$ cat src/rtl/rxac_pkg.sv
package rxac_pkg;

  // Reflected CRC-32 polynomial, bits fed LSB first
  localparam logic [31:0] CRC_POLY_REFL = 32'hEDB88320;

  typedef struct packed {
    logic phys;
    logic hash;
    logic bcast;
  } match_t;

  function automatic logic [31:0] crc_byte(input logic [31:0] c_in, input logic [7:0] d);
    logic [31:0] r;
    r = c_in;
    for (int b = 0; b < 8; b++) begin
      if (r[0] ^ d[b]) r = (r >> 1) ^ CRC_POLY_REFL;
      else             r = r >> 1;
    end
    return r;
  endfunction

endpackage

$ cat src/rtl/rxac_capture.sv
module rxac_capture #(
  parameter int ADDR_BYTES = 6,
  parameter int WIN_BYTES  = 64,
  localparam int ADDR_W    = 8 * ADDR_BYTES,
  localparam int CNT_W     = $clog2(WIN_BYTES + 1)
) (
  input  logic              clk,
  input  logic              rst_n,
  input  logic              rx_valid,
  input  logic              rx_sof,
  input  logic [7:0]        rx_data,
  input  logic              rx_eof,
  input  logic              xrej_en,
  input  logic              xrej_n,
  output logic [ADDR_W-1:0] da,
  output logic              veto,
  output logic              addr_byte_en,
  output logic              addr_start
);

  logic             active_q, active_d;
  logic [CNT_W-1:0] cnt_q, cnt_d;
  logic             veto_q, veto_d;
  logic             first, open, in_win;
  logic [CNT_W-1:0] pos;

  always_comb begin
    first        = rx_valid && rx_sof;
    pos          = first ? '0 : cnt_q;
    open         = first || active_q;
    in_win       = open && (pos < CNT_W'(WIN_BYTES));
    addr_byte_en = rx_valid && open && (pos < CNT_W'(ADDR_BYTES));
    addr_start   = first;

    active_d = active_q;
    if (first)       active_d = 1'b1;
    else if (rx_eof) active_d = 1'b0;

    cnt_d = cnt_q;
    if (first)
      cnt_d = CNT_W'(1);
    else if (active_q && rx_valid && (cnt_q < CNT_W'(WIN_BYTES)))
      cnt_d = cnt_q + CNT_W'(1);

    veto_d = veto_q;
    if (first)
      veto_d = xrej_en && !xrej_n;
    else if (in_win && xrej_en && !xrej_n)
      veto_d = 1'b1;
  end

  always_ff @(posedge clk or negedge rst_n) begin
    if (!rst_n) begin
      active_q <= 1'b0;
      cnt_q    <= '0;
      veto_q   <= 1'b0;
    end else begin
      active_q <= active_d;
      cnt_q    <= cnt_d;
      veto_q   <= veto_d;
    end
  end

  // One register lane per destination byte
  for (genvar i = 0; i < ADDR_BYTES; i++) begin : g_lane
    logic [7:0] lane_q;
    logic       lane_we;
    assign lane_we = addr_byte_en && (pos == CNT_W'(i));
    always_ff @(posedge clk or negedge rst_n) begin
      if (!rst_n)       lane_q <= '0;
      else if (lane_we) lane_q <= rx_data;
    end
    assign da[8*i +: 8] = lane_q;
  end

  assign veto = veto_q;

endmodule

$ cat src/rtl/rxac_crc.sv
module rxac_crc #(
  parameter int HASH_BITS = 6
) (
  input  logic                 clk,
  input  logic                 rst_n,
  input  logic                 byte_en,
  input  logic                 start,
  input  logic [7:0]           data,
  output logic [HASH_BITS-1:0] hash_idx
);
  import rxac_pkg::*;

  logic [31:0] crc_q, crc_d;

  always_comb begin
    crc_d = crc_q;
    if (byte_en) crc_d = crc_byte(start ? 32'hFFFF_FFFF : crc_q, data);
  end

  always_ff @(posedge clk or negedge rst_n) begin
    if (!rst_n) crc_q <= 32'hFFFF_FFFF;
    else        crc_q <= crc_d;
  end

  assign hash_idx = crc_q[31 -: HASH_BITS];

endmodule

$ cat src/rtl/rxac_decide.sv
module rxac_decide #(
  parameter int ADDR_W    = 48,
  parameter int HASH_BITS = 6,
  localparam int FILT_W   = 1 << HASH_BITS
) (
  input  logic [ADDR_W-1:0]    da,
  input  logic [ADDR_W-1:0]    station,
  input  logic [FILT_W-1:0]    filter,
  input  logic [HASH_BITS-1:0] hash_idx,
  input  logic                 promisc_en,
  input  logic                 bcast_hash_en,
  input  logic                 xrej_en,
  input  logic                 veto,
  output logic                 accept,
  output rxac_pkg::match_t     flags
);

  logic is_bc, is_self, hit;

  always_comb begin
    is_bc   = &da;
    is_self = (da == station);
    hit     = da[0] && filter[hash_idx];

    flags = '0;
    if (is_self)
      flags.phys = 1'b1;
    else if (is_bc) begin
      if (bcast_hash_en && hit) flags.hash  = 1'b1;
      else                      flags.bcast = 1'b1;
    end else if (hit)
      flags.hash = 1'b1;

    accept = flags.phys || flags.hash || flags.bcast || promisc_en || (xrej_en && !veto);
  end

endmodule

$ cat src/rtl/rx_addr_classifier.sv
module rx_addr_classifier #(
  parameter int ADDR_BYTES = 6,
  parameter int HASH_BITS  = 6,
  parameter int WIN_BYTES  = 64,
  localparam int ADDR_W    = 8 * ADDR_BYTES,
  localparam int FILT_W    = 1 << HASH_BITS
) (
  input  logic              clk,
  input  logic              rst_n,
  input  logic              rx_valid,
  input  logic              rx_sof,
  input  logic [7:0]        rx_data,
  input  logic              rx_eof,
  input  logic [ADDR_W-1:0] station_addr,
  input  logic [FILT_W-1:0] hash_filter,
  input  logic              promisc_en,
  input  logic              bcast_hash_en,
  input  logic              xrej_en,
  input  logic              xrej_n,
  output logic              done,
  output logic              accept,
  output logic              phys_match,
  output logic              hash_match,
  output logic              bcast_match
);
  import rxac_pkg::*;

  logic [ADDR_W-1:0]    da_w;
  logic                 veto_w, byte_en_w, start_w;
  logic [HASH_BITS-1:0] idx_w;
  logic                 acc_w;
  match_t               flags_w;

  logic   done_q, done_d, acc_q, acc_d;
  match_t flags_q, flags_d;

  rxac_capture #(.ADDR_BYTES(ADDR_BYTES), .WIN_BYTES(WIN_BYTES)) u_capture (
    .clk(clk), .rst_n(rst_n), .rx_valid(rx_valid), .rx_sof(rx_sof),
    .rx_data(rx_data), .rx_eof(rx_eof), .xrej_en(xrej_en), .xrej_n(xrej_n),
    .da(da_w), .veto(veto_w), .addr_byte_en(byte_en_w), .addr_start(start_w)
  );

  rxac_crc #(.HASH_BITS(HASH_BITS)) u_crc (
    .clk(clk), .rst_n(rst_n), .byte_en(byte_en_w), .start(start_w),
    .data(rx_data), .hash_idx(idx_w)
  );

  rxac_decide #(.ADDR_W(ADDR_W), .HASH_BITS(HASH_BITS)) u_decide (
    .da(da_w), .station(station_addr), .filter(hash_filter), .hash_idx(idx_w),
    .promisc_en(promisc_en), .bcast_hash_en(bcast_hash_en), .xrej_en(xrej_en),
    .veto(veto_w), .accept(acc_w), .flags(flags_w)
  );

  always_comb begin
    done_d  = rx_eof;
    acc_d   = rx_eof && acc_w;
    flags_d = rx_eof ? flags_w : '0;
  end

  always_ff @(posedge clk or negedge rst_n) begin
    if (!rst_n) begin
      done_q  <= 1'b0;
      acc_q   <= 1'b0;
      flags_q <= '0;
    end else begin
      done_q  <= done_d;
      acc_q   <= acc_d;
      flags_q <= flags_d;
    end
  end

  assign done        = done_q;
  assign accept      = acc_q;
  assign phys_match  = flags_q.phys;
  assign hash_match  = flags_q.hash;
  assign bcast_match = flags_q.bcast;

endmodule

$ cat config.mk
export PLATFORM = sky130hd
export DESIGN_NAME = rx_addr_classifier
export DESIGN_NICKNAME = d
export VERILOG_FILES = /design/src/rtl/rxac_pkg.sv /design/src/rtl/rxac_capture.sv /design/src/rtl/rxac_crc.sv /design/src/rtl/rxac_decide.sv /design/src/rtl/rx_addr_classifier.sv
export SDC_FILE = /design/constraint.sdc
export NUM_CORES = 1
export LEC_CHECK = 0
export BUFFER_PORTS_ARGS = -buffer_cell sky130_fd_sc_hd__buf_4
export CAP_MARGIN = 20
export CORE_UTILIZATION = 55
export CTS_CLUSTER_SIZE = 30
export DETAILED_ROUTE_END_ITERATION = 8
export HOLD_SLACK_MARGIN = 0.08
export PLACE_DENSITY = 0.81
export SLEW_MARGIN = 0
export SYNTH_ARGS = -nofsm -noshare
export SYNTH_HDL_FRONTEND = slang
export SYNTH_SLANG_ARGS = --single-unit
$ cat constraint.sdc
create_clock -name clk -period 2.65 [get_ports clk]
set_input_delay 0.265 -clock clk [delete_from_list [all_inputs] [get_ports clk]]
set_output_delay 0.265 -clock clk [all_outputs]
set_load 0.02 [all_outputs]
== After elaboration in Yosys (flattened, before gate mapping) ==
Cells that the tools add are included.
Word-level totals
  register bits: 94
  input bits: 129
  output and inout bits: 5
  logic and storage cells: 106
Cells by class
  add/sub/neg operators: 1
  magnitude comparators: 4
  equal/unequal tests: 6
  mux-type cells: 33
  bitwise gates (word level): 16
  reduce and logical (&&, ||, !) cells: 31
Operators by type and width (count)
  $mux 32: 16
  $not 13->14: 8
  $eq 48x48->1: 1
  $reduce_and 48->1: 1
  $mux 7: 3
  $logic_and 1x1->1: 19
  $eq 7x2->1 const B: 2
  $eq 7x3->1 const B: 2
  $lt 7x7->1 const B: 2
  $mux 1: 11
  $xor 1x1->1: 8
  $add 7x1->7 const B: 1
  $eq 7x1->1 const B: 1
  $logic_not 7->1: 1
  $lt 6x7->1 const B: 1
  $lt 7x3->1 const B: 1
  $bmux 1 s6: 1
  $reduce_bool 2->1: 3
  $logic_or 1x1->1: 5
  $mux 3: 1
  $logic_not 1->1: 2
  $mux 2: 1

== Depth between registers and ports, before layout ==
Gate-level depths: netlist of the first run.
  word-level depth: 25
  mapped depth: 10
  gate-level depth less buffers: 7

== By module ==
Synthesis of the first run repeated with hierarchy kept, for this count alone.
Unflattened totals
  cells, all modules: 513
  area, all modules: 6009.5 um^2
By module, submodules not included
  rxac_capture: instances 1, cells an instance 155, area each 2331.0 um^2, seq. area each 1426.4 um^2
  rxac_crc: instances 1, cells an instance 214, area each 2252.2 um^2, seq. area each 840.8 um^2
  rxac_decide: instances 1, cells an instance 135, area each 1276.2 um^2, seq. area each 0.0 um^2
  rx_addr_classifier: instances 1, cells an instance 9, area each 150.1 um^2, seq. area each 125.1 um^2

== Worst setup path before layout of the first run ==
OpenSTA, ideal clock, no wires.
  path type: register to register
  start point: register u_crc.crc_q[28]
  end point: register acc_q (netlist: accept)
  setup time: 0.119 ns
  arrival time: 2.231 ns
  data required time: 2.531 ns
  slack: 0.301 ns
  cell stages (with the launch flop): 8
  path buffers: 2
  clock period less this slack: 2.349 ns
  cells stage by stage: dfstp_2 buf_2 buf_1 mux4_2 mux4_2 o2111ai_1 nand2_1 o21a_1
On the way
  word-level cells in the longest chain between the ends: 12
  elaborated cells between the ends (all ways): 15
  those cells by class: mux: 8; reduce/logical: 7
Ends and longest elaborated chain
  start: declaration: RTL line rxac_crc.sv:13  | logic [31:0] crc_q, crc_d;
  start signal: assignment: RTL line rxac_crc.sv:22  | else crc_q <= crc_d;
  $bmux 1 s6 (*): RTL line rxac_decide.sv:23  | hit = da[0] && filter[hash_idx];
  $mux 1 (implied by the code) (*): RTL line rxac_decide.sv:23
  $logic_and 1x1->1 (*): RTL line rxac_decide.sv:23
  $logic_and 1x1->1: RTL line rxac_decide.sv:29  | if (bcast_hash_en && hit) flags.hash = 1'b1;
  $mux 1: RTL line rxac_decide.sv:29
  $mux 1: RTL line rxac_decide.sv:28  | else if (is_bc) begin
  $mux 2 (*): RTL line rxac_decide.sv:26  | if (is_self)
  $logic_or 1x1->1: RTL line rxac_decide.sv:34  | accept = flags.phys || flags.hash || flags.bcast || promisc_en || (xrej_en && !veto);
  $logic_or 1x1->1 (*) (3 in a row): RTL line rxac_decide.sv:34
  $logic_and 1x1->1 (*): RTL line rx_addr_classifier.sv:56  | acc_d = rx_eof && acc_w;
  net acc_d: RTL line rx_addr_classifier.sv:34  | logic done_q, done_d, acc_q, acc_d;
  end signal: assignment: RTL line rx_addr_classifier.sv:63  | acc_q <= 1'b0;
  end signal: assignment: RTL line rx_addr_classifier.sv:67  | acc_q <= acc_d;
  end: declaration: RTL line rx_addr_classifier.sv:34
The timed path passes the listed nets; every way through them passes the cells marked *. The select of a mux whose other input is x is not followed.
A chain may end at the register's enable or synchronous reset.

== Worst setup path after layout of the first run ==
  start point: register u_capture.cnt_q[3]
  end point: register u_capture.g_lane[2].lane_q[4]
On the way
  word-level cells in the longest chain between the ends: 4
  elaborated cells between the ends (all ways): 5
  those cells by class: order compare: 1; eq/ne: 1; mux: 1; reduce/logical: 2
Ends and longest elaborated chain
  start: declaration: RTL line rxac_capture.sv:22  | logic [CNT_W-1:0] cnt_q, cnt_d;
  start signal: assignment: RTL line rxac_capture.sv:59  | cnt_q <= cnt_d;
  $mux 7 (*): RTL line rxac_capture.sv:29  | pos = first ? '0 : cnt_q;
  $lt 7x3->1: RTL line rxac_capture.sv:32  | addr_byte_en = rx_valid && open && (pos < CNT_W'(ADDR_BYTES));
  $logic_and 1x1->1: RTL line rxac_capture.sv:32
  $logic_and 1x1->1 (*): RTL line rxac_capture.sv:68  | assign lane_we = addr_byte_en && (pos == CNT_W'(i));
  end signal: assignment: RTL line rxac_capture.sv:71  | else if (lane_we) lane_q <= rx_data;
  end: declaration: RTL line rxac_capture.sv:66  | logic [7:0] lane_q;
Every way passes the cells marked *; elsewhere a longest branch is shown, timed or not.

==> results of run 1 <==
-- placed cells by master (no fill, tap or decap), types with 3 or more instances in the layout --
| cell | synthesis | final |
|---|---|---|
| a21oi_1 | 36 | 36 |
| a22oi_1 | 9 | 9 |
| a31oi_1 | 6 | 6 |
| buf_4 | 6 | 142 |
| clkbuf_8 | 0 | 11 |
| dfrtp_1 | 62 | 62 |
| dfstp_2 | 32 | 32 |
| dlygate4sd3_1 | 0 | 3 |
| inv_1 | 9 | 9 |
| mux2_1 | 3 | 3 |
| mux2_2 | 45 | 45 |
| mux2i_1 | 4 | 4 |
| mux4_2 | 17 | 17 |
| nand2_1 | 20 | 20 |
| nand3_1 | 6 | 6 |
| nand4_1 | 25 | 25 |
| nor2_1 | 46 | 46 |
| nor3_1 | 7 | 7 |
| nor4_1 | 7 | 7 |
| o21ai_0 | 10 | 10 |
| o21ai_1 | 3 | 3 |
| o22a_1 | 4 | 4 |
| o22ai_1 | 14 | 14 |
| xnor2_1 | 93 | 93 |
| xnor2_2 | 9 | 9 |
| xor2_1 | 15 | 15 |
-- worst min path at each step --
stage                   from  cells past startpoint                       endpoint  slack [ns]
global route        rx_valid                      2             u_capture.cnt_q[2]        0.15
detailed placement     rst_n                      1  u_capture.g_lane[0].lane_q[2]        0.40
finish               xrej_en                      3                 u_capture.veto        0.14
global placement       rst_n                      1  u_capture.g_lane[0].lane_q[2]        0.38
floorplan              rst_n                      0                         accept       -0.03
CTS                 rx_valid                      2             u_capture.cnt_q[2]        0.14
-- power breakdown --
group          switching (uW)  internal [uW]
sequential                702           2170
clock                     533            595
combinational            1910           2110
-- metrics by stage --
stage | hold WS [ns] | instances | util, %
6_report | 0.141 | 816 | 70.5
5_1_grt | 0.152 | 816 | 70.5
4_1_cts | 0.138 | 816 | 70.5
3_5_place_dp | 0.402 | 797 | 67.9
3_3_place_gp | 0.380 | 797 | 67.9
2_1_floorplan | -0.0306 | 552 | -
-- flip-flops by register name, indices dropped and copies added (netlist names) --
name / cells
accept: 1
bcast_match: 1
done: 1
hash_match: 1
phys_match: 1
u_capture.active_q: 1
u_capture.cnt_q: 7
u_capture.g_lane.lane_q: 48
u_capture.veto: 1
u_crc.crc_q: 32
-- cell type report --
type	instances	area share (%)
inverters	9	0.458
well taps	136	2.31
clock inverters	5	1.21
repair buffers	147	15.4
multi-input cells	414	46.1
clock buffers	11	2.05
flip-flops and latches	94	32.5
-- layer usage --
| metal | track usage, % | vias to the layer above | routed length (um) |
|---|---|---|---|
| li1 | - | 2225 | - |
| met3 | 5.95 | 31 | 1310 |
| met2 | 50.7 | 237 | 7960 |
| met5 | 0 | - | 0 |
| met1 | 38.7 | 2423 | 6580 |
| met4 | 9.39 | 0 | 355 |
-- cell families (layout without fill, tap and decap cells) --
family	after synthesis	in the layout	share of synthesized area, %
AOI/OAI and AO/OA	97	97	10.1
xor gates and xnor gates	120	120	19.2
adders and majority gates	1	1	0.209
buffers and inverters	44	172	3.57
DFF	94	94	39.9
muxes	69	69	16.1
and+or+nand+nor	127	127	11.0
-- synth_stat cells (all sizes together) (6+ instances only) --
cell type,instances
nand4,26
inv,9
mux4,17
dfrtp,62
o22ai,14
xnor2,103
buf,18
mux2,48
nand2,20
a22oi,9
nor4,7
dfstp,32
a21oi,37
nand3,8
clkbuf,17
a31oi,6
nor3,8
nor2,48
o21ai,13
xor2,17
-- worst max-delay path, stage by stage, from the launching register on --
cell and delay, ns:
dfrtp_1 0.47, or4_4 0.61, a211o_1 0.37, nor3_2 0.15, and4bb_1 0.44, mux2_2 0.38
==> flow_metrics.env, run 1 <==
export IMPL_relSlewSlack_pct=46.7
export IMPL_fin_skew_ns=0.00737
export IMPL_max_cap_viol_count=0
export IMPL_end_kind="register"
export IMPL_clockBufferDepth=2
export IMPL_multi_input_area_um2=3400
export IMPL_grt_use_total_pct=30.0
export IMPL_place_ws_ns=0.159
export IMPL_drive_above_1_share_pct=40.7
export IMPL_cts_tree="yes"
export IMPL_ios=134
export IMPL_fin_crit_ns=2.53
export IMPL_grt_setup_unrepaired="false"
export IMPL_htree_levels=3
export IMPL_syn2layout_area_growth_pct=22.9
export IMPL_reg2reg_depth=5
export IMPL_yosysSeqAreaShare_pct=39.9
export IMPL_max_freq_mhz=395
export IMPL_start_kind="register"
export IMPL_rows=37
export IMPL_grt_antenna_before_repair=0
export IMPL_hold_buffers=3
export IMPL_ys_types=57
export IMPL_ir_worst_vdd_mv=0.494
export IMPL_maxSlewViolCount=0
export IMPL_die_area_um2=11300
export IMPL_grt_ovfl_total=0
export IMPL_dpl_hpwl_mm=12.0
export IMPL_numCtsBuffers=9
export IMPL_endpoint="u_capture.g_lane[2].lane_q[4]"
export IMPL_r2r_setup_slack_ns=0.12
export IMPL_syn_nets=682
export IMPL_tightestPinTransition_ns=0.800
export IMPL_synthCells=552
export IMPL_synth_area_per_cell_um2=10.9
export IMPL_finalPower_uw=8020
export IMPL_portBuffers=133
export IMPL_setup_slack_ns=0.118
export IMPL_start_util_pct=57.3
export IMPL_post_cts_setup_buffers=0
export IMPL_ant_nets=0
export IMPL_yosysTopAreaCell="dfrtp_1"
export IMPL_ctsResizeCount=0
export IMPL_finish_net_count=805
export IMPL_gp_congestion=0.920
export IMPL_synth_seq_cells=94
export IMPL_power_leakage_uw=0.00307
export IMPL_cp_startpoint="u_capture.cnt_q[3]"
export IMPL_grt_start_max_net_pins=65
export IMPL_drcViolationCount=0
export IMPL_async_reset_ff_share_pct=100
export IMPL_wire_per_inst_um=19.9
export IMPL_crit_fanout=8
export IMPL_place_area_um2=7100
export IMPL_yosysWarnings=0
export IMPL_r2r_start="u_capture.cnt_q[3]"
export IMPL_power_density_nw_per_um2=1090
export IMPL_clk_latency_ns=0.38
export IMPL_die_h_um=106
export IMPL_antenna_cells=0
export IMPL_fillCellCount=784
export IMPL_final_setup_tns_ns=0
export IMPL_synth_edff_count=0
export IMPL_drt_iter0_drc=361
export IMPL_die_w_um=106
export IMPL_cts_sinks=94
export IMPL_root_buffer="clkbuf_8"
export IMPL_synth_top_flop_cell="dfrtp_1"
export IMPL_hold_viol=0
export IMPL_drtPass1Iterations=5
export IMPL_first_global_vias=5097
export IMPL_setup_viol_count_final=0
export IMPL_worstPathArrival_ns=2.80
export IMPL_synth_top_area_share_pct=25.9
export IMPL_timing_rr_end="u_capture.g_lane[2].lane_q[4]"
export IMPL_ff_latch_area_um2=2390
export IMPL_post_synth_instance_area_um2=6000
export IMPL_period_share_pct=95.5
export IMPL_synthTopCellsByArea="dfrtp_1 26%, dfstp_2 14%, xnor2_1 14%"
export IMPL_design_core_area_um2=10500
export IMPL_worstSetupPathType="register to register"
export IMPL_clkTransAtPathRegs_ns=0.09
export IMPL_outcome="finished clean"
export IMPL_final_area_um2=7370
export IMPL_drt_vias_per_instance=6.02
export IMPL_hold_class="primary input to register"
export IMPL_grt_pass1_wl_mm=25.9
export IMPL_cp_data_required_time_ns=2.92
export IMPL_drt_total_wl_mm=16.2
export IMPL_num_vias=4916
Note: power is estimated with default switching activity, not from simulation.
==> run 2: changes to the inputs <==
- BUFFER_PORTS_ARGS: -buffer_cell sky130_fd_sc_hd__buf_4 -> default
- CORE_UTILIZATION: 55 -> 64
- DONT_BUFFER_PORTS: default -> 1
- PLACE_DENSITY: 0.81 -> 0.8
==> flow_metrics.env, run 2 (same netlist as run 1, synthesis figures left out) <==
export IMPL_tightestPinTransition_ns=0.587
export IMPL_worstSetupPathType="register to register"
export IMPL_largest_register="u_capture.g_lane.lane_q"
export IMPL_drcViolationCount=0
export IMPL_cp_data_required_time_ns=2.90
export IMPL_clockBufferDepth=2
export IMPL_drt_iter0_drc=299
export IMPL_utilization_pct=72.2
export IMPL_cts_tree="yes"
export IMPL_hold_end="u_capture.cnt_q[4]"
export IMPL_layout_commonest_cell="xnor2_1"
export IMPL_ios=134
export IMPL_antenna_cells=0
export IMPL_outcome="finished clean"
export IMPL_timing_hold_ws_ns=0.0972
export IMPL_p_int_uw=4520
export IMPL_timing_rr_end="u_capture.g_lane[2].lane_q[7]"
export IMPL_hold_viol=0
export IMPL_hold_buffers=15
export IMPL_start_kind="register"
export IMPL_cts_sinks=94
export IMPL_drtPass1Iterations=5
export IMPL_fin_skew_ns=0.00977
export IMPL_ir_worst_vdd_mv=0.583
export IMPL_clk_latency_ns=0.37
export IMPL_max_freq_mhz=390
export IMPL_num_vias=4422
export IMPL_htree_levels=3
export IMPL_final_setup_tns_ns=0
export IMPL_fillCellCount=625
export IMPL_ff_latch_area_um2=2390
export IMPL_drt_vias_per_instance=6.63
export IMPL_crit_fanout=8
export IMPL_setup_slack_ns=0.0871
export IMPL_gp_congestion=0.894
export IMPL_die_h_um=98.8
export IMPL_reg_top3="u_capture.g_lane.lane_q: 48 flops, u_crc.crc_q: 32 flops, u_capture.cnt_q: 7 flops"
export IMPL_syn2layout_area_growth_pct=6.94
export IMPL_r2r_setup_slack_ns=0.09
export IMPL_ctsResizeCount=0
export IMPL_period_share_pct=96.7
export IMPL_grt_antenna_before_repair=0
export IMPL_largest_reg_flops=48
export IMPL_finish_net_count=684
export IMPL_end_kind="register"
export IMPL_die_w_um=98.8
export IMPL_fin_crit_ns=2.56
export IMPL_clkTransAtPathRegs_ns=0.10
export IMPL_design_core_area_um2=8890
export IMPL_multi_input_area_um2=3400
export IMPL_grt_ovfl_total=0
export IMPL_wire_per_inst_um=22.3
export IMPL_post_cts_setup_buffers=0
export IMPL_start_util_pct=67.5
export IMPL_place_area_um2=6070
export IMPL_root_buffer="clkbuf_8"
export IMPL_power_density_nw_per_um2=1180
export IMPL_drive_above_1_share_pct=25.8
export IMPL_rows=34
export IMPL_power_switching_uw=3060
export IMPL_worstPathArrival_ns=2.81
export IMPL_grt_use_total_pct=32.1
export IMPL_hold_class="primary input to register"
export IMPL_grt_start_max_net_pins=95
export IMPL_place_ws_ns=0.176
export IMPL_first_global_vias=4466
export IMPL_combinationalPowerShare_pct=50.2
export IMPL_dpl_hpwl_mm=10.8
export IMPL_portBuffers=0
export IMPL_netSwitchingFraction_pct=40.4
export IMPL_grt_pass1_wl_mm=23.5
export IMPL_power_share_clock_pct=12.0
export IMPL_power_leakage_uw=0.00245
export IMPL_setup_viol_count_final=0
export IMPL_hold_path_startpoint="rx_sof"
export IMPL_drt_total_wl_mm=14.8
export IMPL_ant_nets=0
export IMPL_numCtsBuffers=9
export IMPL_final_area_um2=6420
export IMPL_reg2reg_depth=5
export IMPL_seqPwrFrac_pct=37.8
export IMPL_mostFrequentLayoutCells="93 x xnor2_1, 62 x dfrtp_1, 46 x nor2_1"
export IMPL_holdPathStages=2
export IMPL_die_area_um2=9770
export IMPL_r2r_start="u_capture.cnt_q[4]"
export IMPL_relSlewSlack_pct=60.9
export IMPL_maxSlewViolCount=0
export IMPL_grt_setup_unrepaired="false"
export IMPL_max_cap_viol_count=0
==> run 2: changes by cell type in the layout (fill, tap and decap cells not counted) <==
cell,delta
buf_16,+1
buf_4,-133
bufinv_16,-2
clkbuf_1,+1
clkbuf_8,-2
clkinv_4,-1
clkinvlp_4,+2
dlygate4sd3_1,+11
inv_6,+2
==> run 2: critical path, cell delays in order (launching register included) <==
cell and delay [ns]:
dfrtp_1 0.44, or4_4 0.57, a211o_1 0.37, nor3_2 0.18, and4bb_1 0.49, mux2_1 0.39
==> run 2: power by group through the flow <==
| stage | clock, uW | combinational [uW] | sequential, uW |
|---|---|---|---|
| 2_1_floorplan | 0 | 3290 | 2540 |
| 3_3_place_gp | 0 | 3600 | 2830 |
| 3_5_place_dp | 0 | 3740 | 2870 |
| 4_1_cts | 913 | 3830 | 2850 |
| 5_1_grt | 965 | 4140 | 2940 |
| 6_report | 909 | 3800 | 2860 |
==> run 2: how the worst max path moves through the flow <==
| stage | from | to | slack (ns) |
|---|---|---|---|
| 6_report | u_capture.cnt_q[4] | u_capture.g_lane[2].lane_q[7] | 0.09 |
| 5_1_grt | u_capture.cnt_q[4] | u_capture.g_lane[2].lane_q[7] | 0.02 |
| 4_1_cts | u_capture.cnt_q[4] | u_capture.g_lane[2].lane_q[7] | 0.14 |
| 3_5_place_dp | u_capture.cnt_q[4] | u_capture.g_lane[2].lane_q[4] | 0.18 |
| 3_3_place_gp | u_capture.cnt_q[4] | u_capture.g_lane[2].lane_q[4] | 0.28 |
| 2_1_floorplan | u_crc.crc_q[28] | accept | 0.30 |
==> run 2: layer usage <==
metal	up-vias	share of wire (%)	global-route usage [%]	wire length, um
met5	-	0	0	0
met4	0	2.9	11.4	437
met3	36	7.2	6.24	1070
met2	200	52	56.5	7660
met1	2189	38	39.3	5670
li1	1997	-	-	-
==> run 2: area by class of cell <==
type | instances | area share, %
inverters | 9 | 0.527
multi-input cells | 414 | 53.0
clock inverters | 6 | 0.819
well taps | 108 | 2.11
clock buffers | 10 | 1.99
flip-flops and latches | 94 | 37.3
repair buffers | 26 | 4.29
==> run 2: per-stage QoR <==
stage	power (uW)	std cells
detailed placement	6610	636
global placement	6430	636
floorplan	5830	552
finish	7570	667
global route	8040	667
CTS	7590	667
